### src/rtl/usb_ep_ctrl.sv
module usb_ep_ctrl #(
  parameter int NUM_EP = 4,
  parameter int EP_W   = (NUM_EP > 1) ? $clog2(NUM_EP) : 1
) (
  input  logic            clk,
  input  logic            rst_n,
  input  logic            reg_we,
  input  logic [EP_W-1:0] reg_addr,
  input  logic [5:0]      reg_wdata,
  output logic [7:0]      reg_rdata,
  input  logic            tok_valid,
  input  logic [EP_W-1:0] tok_ep,
  input  logic [1:0]      tok_kind,
  input  logic            buf_ready,
  input  logic            nxt_ready,
  output logic            hs_valid,
  output logic [1:0]      hs_code,
  output logic            hs_toggle
);
  localparam logic [1:0] K_OUT = 2'd0, K_IN = 2'd1, K_SETUP = 2'd2;
  localparam logic [1:0] H_ACK = 2'd0, H_NAK = 2'd1, H_STALL = 2'd2, H_NYET = 2'd3;
  localparam logic [1:0] T_CTRL = 2'b00, T_BULK = 2'b10;

  logic [NUM_EP-1:0][1:0] ep_type;
  logic [NUM_EP-1:0]      stall_rx, stall_tx, tog_rx, tog_tx;

  logic       is_tx, cur_stall, cur_tog, setup_ctrl, accept;
  logic [1:0] code;

  assign is_tx      = (tok_kind == K_IN);
  assign setup_ctrl = (tok_kind == K_SETUP) && (ep_type[tok_ep] == T_CTRL);
  assign cur_stall  = is_tx ? stall_tx[tok_ep] : stall_rx[tok_ep];
  assign cur_tog    = is_tx ? tog_tx[tok_ep]   : tog_rx[tok_ep];

  always_comb begin
    accept = 1'b0;
    code   = H_NAK;
    if (setup_ctrl) begin
      code = H_ACK;
    end else if (cur_stall) begin
      code = H_STALL;
    end else begin
      case (tok_kind)
        K_IN: begin
          code   = buf_ready ? H_ACK : H_NAK;
          accept = buf_ready;
        end
        K_OUT: begin
          if (!buf_ready)     code = H_NAK;
          else if (nxt_ready) code = H_ACK;
          else                code = H_NYET;
          accept = buf_ready;
        end
        default: code = buf_ready ? H_ACK : H_NAK;
      endcase
    end
  end

  assign reg_rdata = {tog_tx[reg_addr], tog_rx[reg_addr], 2'b00,
                      stall_tx[reg_addr], stall_rx[reg_addr], ep_type[reg_addr]};

  always_ff @(posedge clk or negedge rst_n) begin
    if (!rst_n) begin
      for (int i = 0; i < NUM_EP; i++) begin
        ep_type[i]  <= (i == 0) ? T_CTRL : T_BULK;
        stall_rx[i] <= 1'b0;
        stall_tx[i] <= 1'b0;
        tog_rx[i]   <= 1'b0;
        tog_tx[i]   <= 1'b0;
      end
      hs_valid  <= 1'b0;
      hs_code   <= H_ACK;
      hs_toggle <= 1'b0;
    end else begin
      hs_valid <= tok_valid;
      if (tok_valid) begin
        hs_code   <= code;
        hs_toggle <= setup_ctrl ? 1'b0 : cur_tog;
      end
      for (int i = 0; i < NUM_EP; i++) begin
        if (reg_we && reg_addr == EP_W'(i))
          ep_type[i] <= reg_wdata[1:0];

        if (tok_valid && tok_ep == EP_W'(i) && setup_ctrl) begin
          stall_rx[i] <= 1'b0;
          stall_tx[i] <= 1'b0;
        end else if (reg_we && reg_addr == EP_W'(i)) begin
          stall_rx[i] <= reg_wdata[2];
          stall_tx[i] <= reg_wdata[3];
        end

        if (reg_we && reg_addr == EP_W'(i) && reg_wdata[4])
          tog_rx[i] <= 1'b0;
        else if (tok_valid && tok_ep == EP_W'(i) && setup_ctrl)
          tog_rx[i] <= 1'b1;
        else if (tok_valid && tok_ep == EP_W'(i) && accept && !is_tx)
          tog_rx[i] <= ~tog_rx[i];

        if (reg_we && reg_addr == EP_W'(i) && reg_wdata[5])
          tog_tx[i] <= 1'b0;
        else if (tok_valid && tok_ep == EP_W'(i) && setup_ctrl)
          tog_tx[i] <= 1'b1;
        else if (tok_valid && tok_ep == EP_W'(i) && accept && is_tx)
          tog_tx[i] <= ~tog_tx[i];
      end
    end
  end
endmodule

### config.mk
export PLATFORM = sky130hd
export DESIGN_NAME = usb_ep_ctrl
export DESIGN_NICKNAME = d
export VERILOG_FILES = /design/src/rtl/usb_ep_ctrl.sv
export SDC_FILE = /design/constraint.sdc
export NUM_CORES = 1
export LEC_CHECK = 0
export BUFFER_PORTS_ARGS = -buffer_cell sky130_fd_sc_hd__buf_2
export CAP_MARGIN = 20
export CORE_MARGIN = 3
export CORE_UTILIZATION = 52
export CTS_BUF_LIST = sky130_fd_sc_hd__clkbuf_8
export DETAILED_ROUTE_END_ITERATION = 16
export GPL_ROUTABILITY_DRIVEN = 0
export HOLD_SLACK_MARGIN = 0.08
export PLACE_DENSITY = 0.78
export SYNTH_ARGS = -nofsm -noshare
export SYNTH_HDL_FRONTEND = slang
export SYNTH_SLANG_ARGS = --single-unit
### constraint.sdc
create_clock -name clk -period 1.6 [get_ports clk]
set_input_delay 0.32 -clock clk [delete_from_list [all_inputs] [get_ports clk]]
set_output_delay 0.32 -clock clk [all_outputs]
set_load 0.02 [all_outputs]
* After elaboration in Yosys (flattened, before gate mapping)
Cells that the tools add are included.
** Word-level totals
- Register bits after elaboration :: 28
- Input bits :: 18
- Output and inout port bits :: 12
- Word-level logic and storage cells :: 164
** Cells by class
- $lt $le $gt $ge :: 2
- Equality and inequality tests :: 8
- Muxes and demuxes :: 72
- Bitwise operators :: 8
- Reduce and logical (&&, ||, !) cells :: 51
** Operators by type and width (count)
- $mux W1 :: 55
- $logic_and A1 B1 Y1 :: 33
- $reduce_bool A3 Y1 :: 8
- $bmux W1 S2 :: 8
- $mux W2 :: 7
- $eq A2 B2 Y1 const B :: 5
- $bmux W2 S2 :: 2
- $logic_not A2 Y1 :: 4
- $not A1 Y1 :: 8
- $reduce_bool A2 Y1 :: 4
- $eq A2 B1 Y1 const B :: 3
- $lt A2 B3 Y1 const B :: 2
- $reduce_or A2 Y1 :: 1
- $logic_not A1 Y1 :: 1

* Depth between registers and ports, before layout
Gate-level depths: netlist (run 1).
- Word-level depth :: 10
- Gate-level depth with buffers :: 6

* Worst setup path after synthesis (run 1)
OpenSTA, ideal clock, no wires.
- Path type :: input-to-reg
- Start :: in tok_ep[1]
- End :: reg tog_rx[2]
- Arrival :: 1.602 ns
- Data required time :: 1.477 ns
- Path slack :: -0.125 ns
- Stages :: 5
- Cell sequence :: buf_6 mux2_4 a222oi_1 o21ai_2 o221a_2
** Between the ends
- Cells in the longest elaborated chain, start to end :: 8
** RTL lines
- from (decl) :: line 12 : input logic [EP_W-1:0] tok_ep,
- $bmux W1 S2 / $bmux W2 S2 (equally long branches) :: line 32, 31
- $mux W1 (implied by the code) / $mux W2 (equally long branches) :: line 32, 31
- $mux W1 / $logic_not A2 Y1 (equally long branches) :: line 32, 31
- $mux W1 / $logic_and A1 B1 Y1 (equally long branches) :: line 40, 31
- $mux W1 :: line 38 : if (setup_ctrl) begin
- $logic_and A1 B1 Y1 (2 in series) :: line 96 : else if (tok_valid && tok_ep == EP_W'(i) && accept && !is_tx)
- $reduce_bool A3 Y1 (no line)
- to (signal, indexed assignment) :: line 97 : tog_rx[i] <= ~tog_rx[i];
- to (decl) :: line 25 : logic [NUM_EP-1:0] stall_rx, stall_tx, tog_rx, tog_tx;
Parallel ways exist; a longest one is shown, timed or not. The select of a mux whose other input is x is not followed.
A chain may end at the register's enable or synchronous reset.

* Final worst setup path (run 1)
- Start :: reg stall_rx[3]
- End :: reg hs_code[1]
** Between the ends
- Cells in the longest elaborated chain, start to end :: 5
** RTL lines
- from (decl) :: line 25
- from (signal, indexed assignment) :: line 88 : stall_rx[i] <= reg_wdata[2];
- $bmux W1 S2 :: line 32 : assign cur_stall = is_tx ? stall_tx[tok_ep] : stall_rx[tok_ep];
- $mux W1 (implied by the code) :: line 32
- $mux W1 :: line 32
- $mux W2 :: line 40 : end else if (cur_stall) begin
- $mux W2 :: line 38
- to (signal assigned) :: line 77 : hs_code <= code;
- to (decl) :: line 17 : output logic [1:0] hs_code,
Every way passes these cells. The select of a mux whose other input is x is not followed.

==> results of run 1 <==
## what timing repair did
item,in CTS,in global routing
hold endpoints to repair,25,0
endpoints found under the setup margin,14,21
pin swaps,9,4
resized for setup,25,5
setup buffers,16,2
hold buffers,1,0
## registers in the layout, summed over array words and instances, names as in the netlist
name / count
tog_rx: 4
hs_valid: 1
stall_rx: 4
stall_tx: 4
hs_toggle: 1
ep_type: 8
tog_tx: 4
hs_code: 2
## cells by family (layout without fill, tap and decap cells)
| family | after synthesis | count (layout) | synth area share, % |
|---|---|---|---|
| AND/OR/NAND/NOR | 49 | 49 | 14.3 |
| AO/OA/AOI/OAI | 41 | 41 | 18.1 |
| flip-flops | 28 | 28 | 42.5 |
| multiplexers | 26 | 26 | 21.3 |
| buffers and inverters | 12 | 87 | 3.69 |
| other | 1 | 2 | 0.226 |
## how the worst max path moves through the flow
stage	from	endpoint	slack (ns)	cells after the start
final	stall_rx[3]	hs_code[1]	-0.17	7
after global routing	stall_rx[3]	hs_code[1]	-0.31	7
after CTS	stall_tx[3]	reg_rdata[3]	-0.14	3
after detailed placement	tok_ep[1]	tog_tx[3]	-0.29	7
after global placement	tok_ep[0]	tog_tx[0]	-0.23	7
after floorplan	tok_ep[1]	tog_rx[2]	-0.12	5
## layout make-up
cell class | count | area [um2]
Tap cell | 42 | 52.6
Sequential cell | 28 | 704
Multi-Input combinational cell | 118 | 960
Fill cell | 187 | 534
Inverter | 4 | 15.0
Clock buffer | 4 | 55.1
Timing Repair Buffer | 79 | 579
## placed cells by master (no fill, tap or decap), types with 3 or more instances in the layout
cell type / instances
buf_4: 49
nand2_1: 25
dfrtp_1: 25
buf_2: 20
mux2_2: 10
mux2i_1: 9
a21oi_1: 9
buf_6: 9
o221a_2: 8
a21oi_2: 8
mux4_2: 6
nor2_1: 6
inv_1: 4
o22ai_1: 4
clkbuf_8: 4
nor2b_1: 3
dfstp_2: 3
## critical path: stages, from the launching register on
cell      delay (ns)
dfrtp_1         0.40
buf_6           0.12
mux2_4          0.25
a222oi_1        0.22
buf_4           0.20
o22ai_1         0.14
a21oi_1         0.21
o22ai_1         0.12
## through the flow
step / utilization [%] / setup TNS, ns / power [W] / std cells / setup slack [ns]
2_1_floorplan: - / -0.906 / 0.00139 / 158 / -0.120
3_3_place_gp: 71.0 / -3.90 / 0.00165 / 253 / -0.229
3_5_place_dp: 71.0 / -4.94 / 0.00169 / 253 / -0.286
4_1_cts: 80.3 / -0.883 / 0.00231 / 273 / -0.138
5_1_grt: 81.6 / -2.72 / 0.00247 / 275 / -0.315
6_report: 81.6 / -1.15 / 0.00236 / 275 / -0.169
## metal layers
layer / up-vias / share of wire, % / routed length [um]
li1: 737 / - / -
met1: 812 / 38 / 1930
met2: 67 / 52 / 2590
met3: 22 / 6.2 / 312
met4: 0 / 3.5 / 174
met5: - / 0 / 0
## power by group through the flow
stage                     logic, W  registers, W  clock network (W)
after floorplan           0.000416      0.000974                  0
after global placement    0.000670      0.000977                  0
after detailed placement  0.000696      0.000989                  0
after CTS                 0.000923      0.000950           0.000436
after global routing       0.00104      0.000970           0.000457
final                     0.000972      0.000959           0.000432
==> summary.txt, run 1 <==
Power
  • P per Cell Area: 999 nW/um2
  • Leak: 1.07 nW
  • Comb power frac: 41.1%
  • Sequential power share: 40.6%
  • Sw Pwr: 0.000743 W
  • Clock network power share: 18.3%
  • Maximum vdd drop: 935 uV
  • P_int: 0.00162 W
  • Sw frac: 31.4%

GRT
  • Met2 global-route usage: 45.1%
  • Met1 usage: 32.0%
  • Largest net degree at the start of global routing: 29
  • GRT met3 Usage: 3.78%
  • Initial antenna violation count: 0
  • Total Routing Usage GR: 25.7%
  • Global-route wire length before repair: 7960 um
  • Total global routing overflow: 0
  • GR peak layer: met2
  • Vias in the first global route: 1,670

Floorplan
  • Die boundary height: 62.5 um
  • Initial core utilization: 57.2%
  • Rows: 19
  • I/O Pins: 30
  • Die area: 3900 um2
  • Die width: 62.5 um
  • Core ar.: 2900 um2

CTS
  • Clk sink count: 28
  • Clock latency on the worst-skew pair: 0.27 ns
  • Clock Path Buffers: 2
  • Number of buffers created by CTS: 3
  • H-tree depth: 1
  • Clock transition at the registers of the reported paths: 0.09 ns
  • CTS tree: yes
  • Root buffer cell: clkbuf_8

Yosys
  • Yosys top cell area share: 37.7%
  • Unique cell type count in the Yosys netlist: 40
  • Post-synthesis instance area: 1660 um2
  • Area leader, netlist: dfrtp_1
  • Synth Flop Type: dfrtp_1
  • Register bit total from synthesis: 28
  • Commonest cells in the netlist: dfrtp_1, nand2_1, a21oi_1, mux2_2, mux2i_1
  • Top cells by area, synth: dfrtp_1, mux4_2, mux2_2
  • Syn avg cell area: 10.6 um2
  • Cells after synthesis: 157
  • Seq/Total Area, Yosys: 42.5%
  • Synthesis warning total: 0
  • Number of flops mapped to enable cells by yosys: 0
  • Post-synth ARST share: 100%

Layout
  • Share of cells above drive strength 1: 54.1%
  • Design Area, Final: 2370 um2
  • # diodes: 0
  • Synth-to-layout area growth: 42.6%
  • Nets@finish: 252

Timing
  • Rel. slew slack: 58.9%
  • Least-Margin Pin Slew: 0.617 ns
  • Fin crit period: 1.77 ns
  • Worst Skew: 0.00403 ns
  • Final worst slack: -0.169 ns
  • Final Cycle Share: 111%
  • Final setup viols: 15
  • Max Fclk: 565 MHz
  • RSZ-0062 raised after global routing: true
  • Hold slack: 0.271 ns
  • Slew Limit Fails: 0
  • Fin. Hold Viols: 0

Setup path
  • Max FO, Critical Path: 3
  • Critical Path AT: 1.92 ns
  • Crit path kind: reg -> reg
  • WP data required: 1.75 ns
  • Reg2Reg Depth: 7
  • Worst setup EP type: flop
  • Reg2reg end: hs_code[1]
  • Worst r2r src: stall_rx[3]
  • Reg2reg setup slack: -0.17 ns
  • Critical path startpoint category: flop

Place
  • Post-DP Area: 2060 um2
  • DP HPWL: 3420 um
  • # port buffers: 27

Route
  • Post-route ant nets: 0
  • Vias: 1,638
  • Via density: 5.96
  • WL/cell: 18.2 um
  • Drt pass-1 iters: 4
  • Final WL: 5010 um
  • DRC Markers: 0
  • Detailed Route Iter0 Violations: 109

Worst hold path
  • Hold Path End: ep_type[3]
  • Hold-critical path depth: 3
  • Hold crit path type: in -> reg
  • Hold Startpoint: reg_wdata[1]

Outcome
  • Failing checks: setup timing
  • Status: finished, violations left

Job
  • Max_cap viols: 0
Note: power is estimated with default switching activity, not from simulation.
==> run 2, diff against run 1 <==
--- a/config.mk
+++ b/config.mk
@@ -8,12 +8,12 @@
 export BUFFER_PORTS_ARGS = -buffer_cell sky130_fd_sc_hd__buf_2
 export CAP_MARGIN = 20
 export CORE_MARGIN = 3
-export CORE_UTILIZATION = 52
+export CORE_UTILIZATION = 45
 export CTS_BUF_LIST = sky130_fd_sc_hd__clkbuf_8
 export DETAILED_ROUTE_END_ITERATION = 16
 export GPL_ROUTABILITY_DRIVEN = 0
 export HOLD_SLACK_MARGIN = 0.08
-export PLACE_DENSITY = 0.78
+export PLACE_DENSITY = 0.69
 export SYNTH_ARGS = -nofsm -noshare
 export SYNTH_HDL_FRONTEND = slang
 export SYNTH_SLANG_ARGS = --single-unit
==> run 2 against run 1 <==
Compared with the run above:
- the run still ends with setup timing left
- hold slack worse by 0.00088 ns
- critical path type is now reg -> out
- cell count is 1.8% lower
- critical path depth is 4 lower
- sequential power is 0.4% higher
- first-iteration DRC count is 9.2% higher
- flip-flop and latch count stayed put
- combinational power is 7.0% lower
==> summary.txt, run 2 (synthesized netlist as in run 1, its figures left out) <==
Setup path
  • WP data required: 1.28 ns
  • Reg2Reg Depth: 6
  • Crit path kind: reg -> out
  • Critical path startpoint category: flop
  • Worst setup EP type: output pin
  • Cell Chain, Critical Path: buf_6, mux4_2, buf_6
  • Max FO, Critical Path: 2
  • CP max-delay cell: mux4_2
  • Critical Path AT: 1.42 ns
  • Reg2reg setup slack: -0.06 ns
  • Slowest stage delay, CP: 0.47 ns
  • Worst path most repeated cell: buf_6

Outcome
  • Status: finished, violations left
  • Failing checks: setup timing

CTS
  • CTS tree: yes
  • Clock transition at the registers of the reported paths: 0.10 ns
  • H-tree depth: 1
  • Root buffer cell: clkbuf_8
  • Number of buffers created by CTS: 3
  • Clk sink count: 28
  • Clock latency on the worst-skew pair: 0.27 ns
  • Clock Path Buffers: 2

Floorplan
  • Rows: 21
  • I/O Pins: 30
  • Die width: 66.7 um
  • Die area: 4450 um2
  • Die boundary height: 66.7 um
  • Core ar.: 3440 um2
  • Initial core utilization: 48.2%

Route
  • Post-route ant nets: 0
  • M1 wire length: 1990 um
  • DR top layer: met4
  • Vias: 1,600
  • Drt pass-1 iters: 4
  • Metal3 WL: 331 um
  • Via density: 5.93
  • Final WL: 4870 um
  • WL/cell: 18.0 um
  • DRC Markers: 0
  • Detailed Route Iter0 Violations: 119
  • Wire length on met2: 2440 um

Layout
  • Top reg by flops: ep_type
  • Most frequent cells in the layout: buf_4, nand2_1, dfrtp_1, buf_2
  • Share of cells above drive strength 1: 53.6%
  • Footprint of the multi-input gates: 968 um2
  • Number of flip-flops under the largest register name: 8
  • Reg area: 704 um2
  • Fin cells: 270
  • # diodes: 0
  • Commonest non-fill, non-tap cell in the layout: buf_4
  • # fillers: 268
  • Synth-to-layout area growth: 40.1%
  • Nets@finish: 243

Worst hold path
  • Hold crit path type: in -> reg
  • Hold-critical path depth: 3

Timing
  • Final setup viols: 15
  • Rel. slew slack: 57.3%
  • Max Fclk: 575 MHz
  • Worst Skew: 0.00610 ns
  • Fin crit period: 1.74 ns
  • Final Cycle Share: 109%
  • RSZ-0062 raised after global routing: true
  • Final worst slack: -0.140 ns
  • Least-Margin Pin Slew: 0.640 ns
  • Fin. Hold Viols: 0
  • Slew Limit Fails: 0

GRT
  • Vias in the first global route: 1,641
  • Initial antenna violation count: 0
  • Global-route wire length before repair: 7860 um
  • Total global routing overflow: 0
  • Total Routing Usage GR: 23.6%
  • Largest net degree at the start of global routing: 29

Job
  • Max_cap viols: 0

Place
  • # port buffers: 27
  • Worst slack, placed: -0.324 ns
  • Placed Instances: 252
  • DP HPWL: 3420 um

Power
  • Leak: 1.03 nW
  • Maximum vdd drop: 678 uV
  • P per Cell Area: 1040 nW/um2
==> run 2: layout make-up <==
| class | count | share of cell area, % |
|---|---|---|
| multi-input cells | 118 | 41.7 |
| flip-flops and latches | 28 | 30.3 |
| repair buffers | 70 | 21.9 |
| well taps | 46 | 2.48 |
| clock buffers | 3 | 1.78 |
| clock inverters | 1 | 1.29 |
| inverters | 4 | 0.646 |
==> run 2: critical path, delay by kind of cell, from the launching register on <==
family / cells / cell delay [ns]
DFF: 1 / 0.41
muxes: 1 / 0.47
buffers and inverters: 2 / 0.27
==> run 2: path summary, 6_finish.rpt <==
path | start | to
worst min-delay path | reg_wdata[1] | ep_type[3]
worst min register to register | ep_type[3] | ep_type[3]
max in group asynchronous | rst_n | hs_valid
worst max register to register | ep_type[6] | tog_rx[3]
worst max-delay path | stall_rx[1] | reg_rdata[2]
min in group asynchronous | rst_n | ep_type[2]
==> run 2: report_power, final <==
group          internal, W  switching (W)
Clock             0.000335       0.000222
Sequential        0.000859       0.000104
Combinational     0.000495       0.000409
==> run 2: routing by layer <==
metal / track usage (%) / vias to the layer above
met5: 0 / -
met4: 10.2 / 0
met3: 3.20 / 11
li1: - / 721
met2: 38.6 / 70
met1: 31.2 / 798
==> run 2: stage by stage <==
| stage | instance area [um2] | hold slack (ns) | total power [W] | util (%) | setup TNS [ns] |
|---|---|---|---|---|---|
| after floorplan | 1670 | 0.0244 | 0.00139 | - | -0.906 |
| after global placement | 2030 | 0.365 | 0.00163 | 58.9 | -3.66 |
| after CTS | 2260 | 0.266 | 0.00238 | 65.6 | -0.344 |
| after global routing | 2320 | 0.290 | 0.00255 | 67.5 | -2.21 |
| after detailed placement | 2030 | 0.378 | 0.00166 | 58.9 | -4.86 |
| final | 2320 | 0.270 | 0.00242 | 67.5 | -0.745 |
==> run 2: repair_timing <==
action | CTS | global route
resized for setup | 20 | 12
hold endpoints to repair | 25 | 0
hold buffers | 1 | 0
pin swaps | 2 | 9
setup endpoints to repair | 15 | 22
setup buffers | 10 | 3
